**src/rtl/srl_drv_pkg.sv**
```systemverilog
package srl_drv_pkg;

    typedef enum logic {
        LAT_HOLD = 1'b0,
        LAT_OPEN = 1'b1
    } lat_mode_e;

    typedef enum logic {
        OUT_DRIVE = 1'b0,
        OUT_BLANK = 1'b1
    } out_mode_e;

endpackage

```
**src/rtl/srl_shift_chain.sv**
```systemverilog
module srl_shift_chain #(
    parameter int WIDTH = 10
) (
    input  logic             clk,
    input  logic             rst_n,
    input  logic             ser_in,
    output logic [WIDTH-1:0] stage_q,
    output logic             ser_out
);
    localparam int LAST = WIDTH - 1;

    // stage_q[0] is stage 1 (entry), stage_q[LAST] is nearest ser_out
    always_ff @(posedge clk) begin
        if (!rst_n) begin
            stage_q <= '0;
        end else begin
            stage_q[0] <= ser_in;
            for (int i = 1; i < WIDTH; i++) begin
                stage_q[i] <= stage_q[i-1];
            end
        end
    end

    assign ser_out = stage_q[LAST];

endmodule

```
**src/rtl/srl_latch_bank.sv**
```systemverilog
module srl_latch_bank
    import srl_drv_pkg::*;
#(
    parameter int WIDTH = 10
) (
    input  logic             clk,
    input  logic             rst_n,
    input  logic             strobe,
    input  logic [WIDTH-1:0] stage_q,
    output logic [WIDTH-1:0] latch_q,
    output logic [WIDTH-1:0] view
);
    lat_mode_e mode;

    always_comb begin
        mode = strobe ? LAT_OPEN : LAT_HOLD;
    end

    // state register: captures while open, keeps while holding
    always_ff @(posedge clk) begin
        if (!rst_n) begin
            latch_q <= '0;
        end else begin
            unique case (mode)
                LAT_OPEN: latch_q <= stage_q;
                LAT_HOLD: latch_q <= latch_q;
            endcase
        end
    end

    // output process: transparent path while open
    always_comb begin
        unique case (mode)
            LAT_OPEN: view = stage_q;
            LAT_HOLD: view = latch_q;
        endcase
    end

endmodule

```
**src/rtl/srl_out_stage.sv**
```systemverilog
module srl_out_stage
    import srl_drv_pkg::*;
#(
    parameter int WIDTH = 10
) (
    input  logic             blank,
    input  logic [WIDTH-1:0] view,
    output logic [WIDTH-1:0] drv_out
);
    out_mode_e omode;

    always_comb begin
        omode = blank ? OUT_BLANK : OUT_DRIVE;
    end

    for (genvar g = 0; g < WIDTH; g++) begin : g_bit
        always_comb begin
            unique case (omode)
                OUT_DRIVE: drv_out[g] = view[g];
                OUT_BLANK: drv_out[g] = 1'b0;
            endcase
        end
    end

endmodule

```
**src/rtl/srl_latch_driver.sv**
```systemverilog
module srl_latch_driver #(
    parameter int WIDTH = 10
) (
    input  logic             clk,
    input  logic             rst_n,
    input  logic             ser_in,
    input  logic             strobe,
    input  logic             blank,
    output logic             ser_out,
    output logic [WIDTH-1:0] drv_out
);
    logic [WIDTH-1:0] stage_q;
    logic [WIDTH-1:0] latch_q;
    logic [WIDTH-1:0] view;

    srl_shift_chain #(.WIDTH(WIDTH)) u_chain (
        .clk     (clk),
        .rst_n   (rst_n),
        .ser_in  (ser_in),
        .stage_q (stage_q),
        .ser_out (ser_out)
    );

    srl_latch_bank #(.WIDTH(WIDTH)) u_latch (
        .clk     (clk),
        .rst_n   (rst_n),
        .strobe  (strobe),
        .stage_q (stage_q),
        .latch_q (latch_q),
        .view    (view)
    );

    srl_out_stage #(.WIDTH(WIDTH)) u_out (
        .blank   (blank),
        .view    (view),
        .drv_out (drv_out)
    );

endmodule

```
**config.mk**
```make
export PLATFORM = sky130hd
export DESIGN_NAME = srl_latch_driver
export DESIGN_NICKNAME = d
export VERILOG_FILES = /design/src/rtl/srl_drv_pkg.sv /design/src/rtl/srl_shift_chain.sv /design/src/rtl/srl_latch_bank.sv /design/src/rtl/srl_out_stage.sv /design/src/rtl/srl_latch_driver.sv
export SDC_FILE = /design/constraint.sdc
export NUM_CORES = 1
export LEC_CHECK = 0
export CAP_MARGIN = 30
export CORE_MARGIN = 2
export CORE_UTILIZATION = 46
export DETAILED_ROUTE_END_ITERATION = 8
export PLACE_DENSITY = 0.82
export SLEW_MARGIN = 10
export SYNTH_ARGS = -nofsm -noshare
export SYNTH_HDL_FRONTEND = slang
export SYNTH_SLANG_ARGS = --single-unit
```
**constraint.sdc**
```tcl
create_clock -name clk -period 0.8 [get_ports clk]
set_input_delay 0.2 -clock clk [delete_from_list [all_inputs] [get_ports clk]]
set_output_delay 0.2 -clock clk [all_outputs]
set_load 0.005 [all_outputs]
```
==> results of run 1 <==
-- layout by cell type, fill, tap and decap left out --
cell type / n
buf_16: 1
dfxtp_2: 11
dfxtp_1: 9
and2_1: 10
dlygate4sd2_1: 1
clkbuf_4: 3
nor2_2: 1
buf_2: 12
clkbuf_8: 1
mux2i_1: 1
mux2i_4: 3
nor2b_1: 10
buf_6: 3
nor2_1: 9
clkdlybuf4s50_1: 2
mux2i_2: 6
buf_4: 10
buf_12: 1
-- flip-flops by register name, summed over array words and instances, names as in the netlist --
| name | count |
|---|---|
| u_latch.latch_q | 10 |
| u_chain.stage_q | 10 |
-- what timing repair did --
item                       4_1_cts  5_1_grt
cloned                           2        0
gates resized for setup         81        4
pin swaps                        8        6
setup endpoints to repair       21       17
setup buffers                   16        3
-- power breakdown --
part / leakage (nW) / internal (mW) / total, mW / switching, mW
clock network: 0.0210 / 0.277 / 0.575 / 0.298
logic: 0.259 / 0.105 / 0.170 / 0.0651
registers: 0.167 / 1.01 / 1.02 / 0.00962
-- worst max-delay path: stages (launching register included) --
cell and delay (ns):
dfxtp_2 0.34, mux2i_2 0.18, nor2_1 0.07, buf_2 0.13
-- cell type report --
type | count | area (sq um)
multi-input cells | 40 | 325
flip-flops and latches | 20 | 414
fillers | 93 | 310
repair buffers | 30 | 245
clock buffers | 4 | 36.3
well taps | 15 | 18.8
-- routing by layer --
metal | wire length, um | global-route usage | up-vias
met5 | 0 | 0 | -
met4 | 0 | 0.0750 | 0
met3 | 57 | 0.0302 | 0
met2 | 787 | 0.329 | 12
met1 | 617 | 0.242 | 250
li1 | - | - | 263
-- per-stage QoR --
stage / TNS (ns) / hold WS [ns]
2_1_floorplan: 0 / 0.327
3_3_place_gp: -17.42 / 0.434
3_5_place_dp: -18.29 / 0.445
4_1_cts: -4.37 / 0.409
6_report: -3.99 / 0.414
5_1_grt: -4.78 / 0.428
-- logic make-up (layout without fill, tap and decap cells) --
kind of cell           Yosys count  after routing  synth area share
DFF                             20             20             0.584
buffers and inverters            4             34            0.0328
and+or+nand+nor                 30             30             0.237
muxes                           10             10             0.146
-- how the worst max path moves through the flow --
stage / from / endpoint / slack, ns
floorplan: strobe / drv_out[9] / 0.008
global placement: strobe / drv_out[3] / -1.0
detailed placement: strobe / drv_out[7] / -1.04
CTS: u_chain.stage_q[8] / drv_out[8] / -0.41
global route: u_chain.stage_q[3] / drv_out[3] / -0.49
finish: u_chain.stage_q[3] / drv_out[3] / -0.41
==> results.ini, run 1 <==
[cells_and_area]
stdcell_count = 109
syn_to_final_growth_pct = 51.6
antenna_cells = 0
final_util = 0.770
nNetsFinal = 100
drive_gt1_frac = 0.553
final_area_sq_um = 1040

[status]
status = complete, but fails checks
violations = setup timing

[hold_path]
worstHoldPathType = primary input to flop
hp-start = strobe
whs_endpoint = u_latch.latch_q[2]
min_path_cells = 4

[place]
placed_cells = 97
placed_cell_area_sq_um = 897
place.gp.congestion = 0.662
portBuffers = 15
hpwlAfterDp_um = 785
post-place-ws_ns = -1.04

[job]
max_cap_violations = 0

[logic_synthesis]
netlist_area_sq_um = 686
synth_common_cells = dfxtp_1 (20), and2_1 (10), mux2i_1 (10), nor2_1 (10), nor2b_1 (10)
yosysSeqAreaShare = 0.584
synth.top_cells.by_area = dfxtp_1 (58%), mux2i_1 (15%), and2_1 (9.1%)
yosys_warnings = 0
yosys_register_bits = 20
synth_top_area_cell = dfxtp_1
synthFlopType = dfxtp_1
ys_async_sr_fraction = 0
synth.avg_cell_area_sq_um = 10.7
syn_inst = 64
synth-edff-count = 0
synth_nets = 69
synth_cell_types = 8
yosysMostFrequentCell = dfxtp_1
synth_top_area_frac = 0.584

[floorplan]
die_area_sq_um = 1820
coreArea_sq_um = 1350
start_util = 0.508
dieHeight_um = 42.6
ios = 16
die_width_um = 42.6
placementRows = 13

[clocking]
clkTransAtPathRegs_ns = 0.11
cts_tree = yes
h-tree-depth = 1
cts-buffers-inserted = 3
clock_sinks = 20
clockBufferDepth = 2
cts-root-buf = clkbuf_4
insertion_delay_ns = 0.29
postCtsHoldBufs = 0

[global_routing]
grt_pass1_wl_mm = 2.50
grt_pass1_vias = 492
gr-total-overflow = 0
antenna_found_initial = 0
grt_use_total = 0.193
grt_max_degree = 13

[detailed_routing]
wirelength_mm = 1.46
first_iter_violations = 8
ant_nets = 0
drc = 0
dr_total_vias = 525
via_per_inst = 4.82
routedWlPerCell_um = 13.4
first_pass_iters = 6

[setup_path]
reg2regPathDepth = 4
crit_type = flop to primary output
rr_endpoint = u_latch.latch_q[0]
start_kind = flop
worstPathMaxFanout = 2
cp.required_ns = 0.60
ff2ff_setup_slack_ns = -0.05
r2r_start = u_chain.stage_q[0]
worstSetupEndpointType = primary output
crit_arrival_ns = 1.01

[sta]
finalSetupViolCount = 13
slew_headroom = 0.868
finalMaxSlewViolations = 0
fin_worst_skew_ns = 0.00147
fmax_mhz = 823
rsz0062_at_grt = true
hold_viol_final = 0
min_period_ns = 1.21
tightest_slew_ns = 0.193
fin_ws_ns = -0.415
finalCritPeriodShare = 1.52

[power_and_ir_drop]
p_leak_nw = 0.447
peakVddDrop_v = 0.00130
p_per_area_nw_per_um2 = 1700
total_power_mw = 1.76

(Power assumes the default switching activity.)
==> run 2, diff against run 1 <==
--- a/config.mk
+++ b/config.mk
@@ -7,9 +7,10 @@
 export LEC_CHECK = 0
 export CAP_MARGIN = 30
 export CORE_MARGIN = 2
-export CORE_UTILIZATION = 46
+export CORE_UTILIZATION = 49
+export CTS_BUF_LIST = sky130_fd_sc_hd__clkbuf_4 sky130_fd_sc_hd__clkbuf_8
 export DETAILED_ROUTE_END_ITERATION = 8
-export PLACE_DENSITY = 0.82
+export PLACE_DENSITY = 0.86
 export SLEW_MARGIN = 10
 export SYNTH_ARGS = -nofsm -noshare
 export SYNTH_HDL_FRONTEND = slang
==> run 2 against run 1 <==
The flow still finishes with violations (setup timing). Combinational power down 4%. Global-route usage grew 0.88 points. Highest routed layer unchanged. Total power fell by 7.3%. Via count stayed put. Count of clock-buffer cells in the layout decreased by 1. Largest cell class unchanged. Non-clock buffer count rose by 1. Fmax rose by 0.39%.
==> results.ini, run 2 (same netlist as run 1, synthesis figures left out) <==
[status]
status = complete, but fails checks
violations = setup timing

[cells_and_area]
nNetsFinal = 101  ; +1.0%
layout_commonest_cell = dfxtp_2
reg.largest.list = u_chain.stage_q (10), u_latch.latch_q (10)
stdcell_count = 109  ; unchanged
syn_to_final_growth_pct = 53.5
antenna_cells = 0  ; unchanged
drive_gt1_frac = 0.628  ; +0.0745
final_cell_mix = dfxtp_2 (14), buf_2 (12), buf_4 (11)

[detailed_routing]
wirelength_mm = 1.61  ; +9.8%
first_iter_violations = 10  ; +2
first_pass_iters = 4  ; -2
drc = 0  ; unchanged
ant_nets = 0  ; unchanged
routedWlPerCell_um = 14.7  ; +9.8%
via_per_inst = 4.82  ; unchanged
dr_total_vias = 525  ; unchanged

[global_routing]
grt_max_degree = 14  ; +1
grt_pass1_vias = 570  ; +16%
gr-total-overflow = 0  ; unchanged
grt_pass1_wl_mm = 2.64  ; +5.8%
grt_use_total = 0.202  ; +0.00880
antenna_found_initial = 0  ; unchanged

[clocking]
cts-root-buf = clkbuf_4
insertion_delay_ns = 0.29  ; about the same
cts-buffers-inserted = 3  ; unchanged
clock_sinks = 20  ; unchanged
cts_tree = yes
clockBufferDepth = 2  ; unchanged
h-tree-depth = 1  ; unchanged
clkTransAtPathRegs_ns = 0.10  ; about the same
postCtsHoldBufs = 0  ; unchanged

[sta]
finalMaxSlewViolations = 0  ; unchanged
rsz0062_at_grt = true
fin_worst_skew_ns = 0.000469  ; -0.000996 ns
tightest_slew_ns = 0.202  ; +0.00946 ns
hold_ws_ns = 0.436  ; +0.0215 ns
finalCritPeriodShare = 1.51  ; -0.00586
finalSetupViolCount = 13  ; unchanged
hold_viol_final = 0  ; unchanged
fin_ws_ns = -0.410  ; +0.00469 ns
fmax_mhz = 826  ; +0.39%
slew_headroom = 0.863  ; -0.00530
min_period_ns = 1.21  ; -0.00469 ns

[setup_path]
cp_top_family = flip-flops
path_cells = mux2i_2 -> nor2_1 -> buf_2
max_stage_delay_ns = 0.34  ; about the same
reg2regPathDepth = 3  ; -1
crit_type = flop to primary output
cp.required_ns = 0.60  ; about the same
worstSetupEndpointType = primary output
worstPathMaxFanout = 2  ; unchanged
start_kind = flop
crit_arrival_ns = 1.01  ; about the same
cp_slowest_cell = dfxtp_2
rr_endpoint = u_latch.latch_q[1]
critPathBufInv = 1  ; unchanged
r2r_start = u_chain.stage_q[1]
ff2ff_setup_slack_ns = -0.01  ; +0.04 ns

[power_and_ir_drop]
p_leak_nw = 0.454  ; +1.7%
netSwitchingFraction = 0.215  ; +0.00340
peakVddDrop_v = 0.00118  ; -9.1%
share_comb_of_total_power = 0.100  ; +0.004
internal_power_mw = 1.28  ; -7.7%
p_per_area_nw_per_um2 = 1550  ; -8.4%
pwr-share-clk = 0.277  ; -0.049
p_sw_mw = 0.351  ; -5.8%
p_seq_frac = 0.623  ; +0.045

[floorplan]
die_area_sq_um = 1710  ; -5.6%
start_util = 0.527  ; +0.0190
dieHeight_um = 41.4  ; -2.8%
placementRows = 13  ; unchanged
die_width_um = 41.4  ; -2.8%
ios = 16  ; unchanged
coreArea_sq_um = 1300  ; -3.6%

[hold_path]
worstHoldPathType = primary input to flop
min_path_cells = 4  ; unchanged
whs_endpoint = u_latch.latch_q[0]
hp-start = strobe

[place]
placed_cells = 98  ; +1.0%
place.gp.congestion = 0.680  ; +2.7%
hpwlAfterDp_um = 832  ; +6.1%
portBuffers = 15  ; unchanged

[job]
max_cap_violations = 0  ; unchanged

## run 2: what timing repair did
item                                    4_1_cts  5_1_grt
endpoints found under the setup margin       21       19
setup buffers                                15        4
pin swaps                                     9        6
gates cloned                                  1        0
gates resized for setup                      79        9
## run 2: worst max-delay path by stage
stage                                  start          to  slack, ns  depth (start not counted)
final                     u_chain.stage_q[5]  drv_out[5]      -0.41                          3
after global routing      u_chain.stage_q[5]  drv_out[5]      -0.48                          3
after CTS                 u_chain.stage_q[5]  drv_out[5]      -0.39                          3
after detailed placement              strobe  drv_out[7]      -1.05                          5
after global placement                strobe  drv_out[5]      -1.01                          5
after floorplan                       strobe  drv_out[9]      0.008                          3
## run 2: metal layers
metal	track usage	routed length, um	vias up
li1	-	-	262
met1	0.256	670	246
met2	0.356	871	17
met3	0.0261	62	0
met4	0.0581	0	0
met5	0	0	-
## run 2: worst min-delay path, delay by kind of cell
family | cells | cell delay, ns
mux | 1 | 0.07
buf+inv | 2 | 0.31
simple gates | 1 | 0.11
## run 2: cell type report
cell class	instances	area (sq um)
well taps	15	18.8
clock buffers	3	22.5
flip-flops and latches	20	418
multi-input cells	40	340
repair buffers	31	253
fillers	87	249
## run 2: through the flow
stage / util / total power, mW / setup TNS, ns / setup slack [ns] / instance area (sq um)
after detailed placement: 0.695 / 1.15 / -17.87 / -1.05 / 905
after CTS: 0.821 / 1.63 / -3.99 / -0.387 / 1070
after global placement: 0.695 / 1.15 / -17.45 / -1.01 / 905
after global routing: 0.809 / 1.71 / -4.59 / -0.480 / 1050
final: 0.809 / 1.64 / -3.92 / -0.410 / 1050
after floorplan: - / 1.10 / 0 / 0.00750 / 694
## run 2: power groups by stage
stage | Clock, mW | Combinational (mW) | Sequential (mW)
2_1_floorplan | 0 | 0.0649 | 1.03
3_3_place_gp | 0 | 0.116 | 1.04
3_5_place_dp | 0 | 0.119 | 1.04
4_1_cts | 0.451 | 0.165 | 1.02
5_1_grt | 0.517 | 0.175 | 1.02
6_report | 0.452 | 0.164 | 1.02
==> run 3, diff against run 2 <==
--- a/config.mk
+++ b/config.mk
@@ -7,11 +7,10 @@
 export LEC_CHECK = 0
 export CAP_MARGIN = 30
 export CORE_MARGIN = 2
-export CORE_UTILIZATION = 49
+export CORE_UTILIZATION = 44
 export CTS_BUF_LIST = sky130_fd_sc_hd__clkbuf_4 sky130_fd_sc_hd__clkbuf_8
 export DETAILED_ROUTE_END_ITERATION = 8
-export PLACE_DENSITY = 0.86
-export SLEW_MARGIN = 10
+export PLACE_DENSITY = 0.82
 export SYNTH_ARGS = -nofsm -noshare
 export SYNTH_HDL_FRONTEND = slang
 export SYNTH_SLANG_ARGS = --single-unit
==> constraint.sdc (replaced) <==
create_clock -name clk -period 1.11 [get_ports clk]
set_input_delay 0.2775 -clock clk [delete_from_list [all_inputs] [get_ports clk]]
set_output_delay 0.2775 -clock clk [all_outputs]
set_load 0.005 [all_outputs]
==> run 3 against run 2 <==
The flow still finishes with violations (setup timing). First-iteration DRC count increased by 10%. Cell count increased by 10%. Clock skew increased by 0.0053 ns. Critical path depth increased by 3. Register-to-register slack improved by 0.17 ns. Via count increased by 3.0%. Die area increased by 10%. Routed wire length decreased by 8.7%. Critical endpoint unchanged. Largest cell class unchanged. Highest routed layer unchanged.
==> results.ini, run 3 (same netlist as run 1, synthesis figures left out) <==
[sta]
fmax_mhz = 785
hold_viol_final = 0  ; unchanged
slew_headroom = 0.874  ; +0.0116
finalCritPeriodShare = 1.15
rsz0062_at_grt = true
min_period_ns = 1.27
finalSetupViolCount = 10  ; -3
tightest_slew_ns = 0.185  ; -0.0170 ns
finalMaxSlewViolations = 0  ; unchanged
fin_worst_skew_ns = 0.00580  ; +0.00534 ns
fin_ws_ns = -0.164  ; +0.246 ns
final.setup.tns_ns = -1.43  ; +2.49 ns

[global_routing]
grt_pass1_wl_mm = 2.42  ; -8.4%
grt_use_total = 0.177  ; -0.0243
grt_max_degree = 12  ; -2
grt_pass1_vias = 558  ; -2.1%
antenna_found_initial = 0  ; unchanged
gr-total-overflow = 0  ; unchanged

[floorplan]
ios = 16  ; unchanged
die_width_um = 43.5  ; +5.0%
dieHeight_um = 43.5  ; +5.0%
die_area_sq_um = 1890  ; +10%
placementRows = 14  ; +1
start_util = 0.461  ; -0.0664
coreArea_sq_um = 1490  ; +14%

[power_and_ir_drop]
p_per_area_nw_per_um2 = 1090  ; -30%
peakVddDrop_v = 0.000758  ; -36%
p_leak_nw = 0.474  ; +4.4%

[setup_path]
max_stage_delay_ns = 0.20  ; -0.14 ns
start_kind = primary input
cp_slowest_cell = mux2i_2
worst_path_most_repeated_cell = buf_6
worstSetupEndpointType = primary output
crit_type = primary input to primary output
cp.required_ns = 0.83  ; +0.23 ns
crit_arrival_ns = 1.00  ; about the same
path_cells = buf_6 -> buf_6 -> buf_6 -> mux2i_2 -> nor2_1 -> buf_2
worstPathMaxFanout = 3  ; +1
ff2ff_setup_slack_ns = 0.16  ; +0.17 ns

[clocking]
clockBufferDepth = 2  ; unchanged
clock_sinks = 20  ; unchanged
clkTransAtPathRegs_ns = 0.09  ; about the same
cts_tree = yes
cts-buffers-inserted = 3  ; unchanged
cts-root-buf = clkbuf_4
h-tree-depth = 1  ; unchanged
insertion_delay_ns = 0.29  ; about the same

[cells_and_area]
syn_to_final_growth_pct = 56.6
reg.largest.list = u_chain.stage_q (10), u_latch.latch_q (10)
nNetsFinal = 111  ; +9.9%
final_cell_mix = buf_4 (21), buf_2 (11)
drive_gt1_frac = 0.587  ; -0.0411
antenna_cells = 0  ; unchanged
layout_commonest_cell = buf_4
n_fill_cell = 122  ; +40%
final_area_sq_um = 1070  ; +2.0%

[place]
portBuffers = 15  ; unchanged
hpwlAfterDp_um = 816  ; -1.9%
placed_cell_area_sq_um = 901  ; -0.41%
place.gp.congestion = 0.654  ; -3.9%

[status]
violations = setup timing
status = complete, but fails checks

[hold_path]
worstHoldPathType = primary input to flop

[detailed_routing]
first_pass_iters = 4  ; unchanged
dr_total_vias = 541  ; +3.0%
drc = 0  ; unchanged
routedWlPerCell_um = 12.2  ; -17%
first_iter_violations = 11  ; +1
ant_nets = 0  ; unchanged
via_per_inst = 4.51  ; -6.4%
wirelength_mm = 1.47  ; -8.7%

[job]
max_cap_violations = 0  ; unchanged

[run 3: cell count changes in the layout (fill, tap and decap cells not counted), moves of 3 or more]
| cell | before | now |
|---|---|---|
| buf_4 | 11 | 21 |
| buf_6 | 3 | 6 |
| dfxtp_1 | 6 | 10 |
| dfxtp_2 | 14 | 10 |
| mux2i_2 | 6 | 9 |
| nor2b_1 | 5 | 10 |
| nor2b_2 | 4 | 0 |
[run 3: layer usage]
metal / wire length, um / global-route usage / up-vias / part of all wire
li1: - / - / 282 / -
met1: 652 / 0.218 / 244 / 0.45
met2: 743 / 0.310 / 15 / 0.51
met3: 69 / 0.0375 / 0 / 0.047
met4: 0 / 0.0545 / 0 / 0
met5: 0 / 0 / - / 0
[run 3: repair_timing]
action / CTS / global route
gates cloned: 1 / 0
setup buffers: 16 / 0
pin swaps: 10 / 9
gates resized for setup: 72 / 5
endpoints found under the setup margin: 15 / 10
hold buffers: 0 / 0
[run 3: worst max-delay path, delay by kind of cell]
kind                   cells  cell delay [ns]
and+or+nand+nor            1             0.07
buffers and inverters      4             0.46
muxes                      1             0.20
[run 3: power by group]
| group | switching, mW | total [mW] | leakage (nW) | internal, mW |
|---|---|---|---|---|
| sequential | 0.00518 | 0.732 | 0.167 | 0.727 |
| combinational | 0.0441 | 0.118 | 0.294 | 0.0737 |
| clock | 0.193 | 0.319 | 0.0138 | 0.126 |
| total | 0.242 | 1.17 | 0.474 | 0.927 |
[run 3: area by class of cell]
class / count / area [sq um] / area share
sequential: 20 / 413 / 0.385
multi-input combinational: 40 / 309 / 0.288
timing repair buffer: 41 / 309 / 0.288
clock buffer: 3 / 22.5 / 0.0210
tap: 16 / 20.0 / 0.0186
[run 3: final timing paths]
check | from | to | cells after the start
setup / recovery | strobe | drv_out[5] | 6
hold / removal | strobe | u_latch.latch_q[1] | 4
setup reg to reg | u_chain.stage_q[0] | u_latch.latch_q[0] | 5
hold reg to reg | u_chain.stage_q[1] | u_chain.stage_q[2] | 1
[run 3: per-stage QoR]
step                      power (mW)   util  hold WS (ns)  cells  setup WS [ns]
after CTS                       1.17  0.712         0.413    120         -0.170
after floorplan                0.788      -         0.405     64          0.138
after global placement         0.825  0.605         0.439    100         -0.830
after detailed placement       0.827  0.605         0.448    100         -0.855
after global routing            1.22  0.721         0.414    120         -0.237
final                           1.17  0.721         0.412    120         -0.164
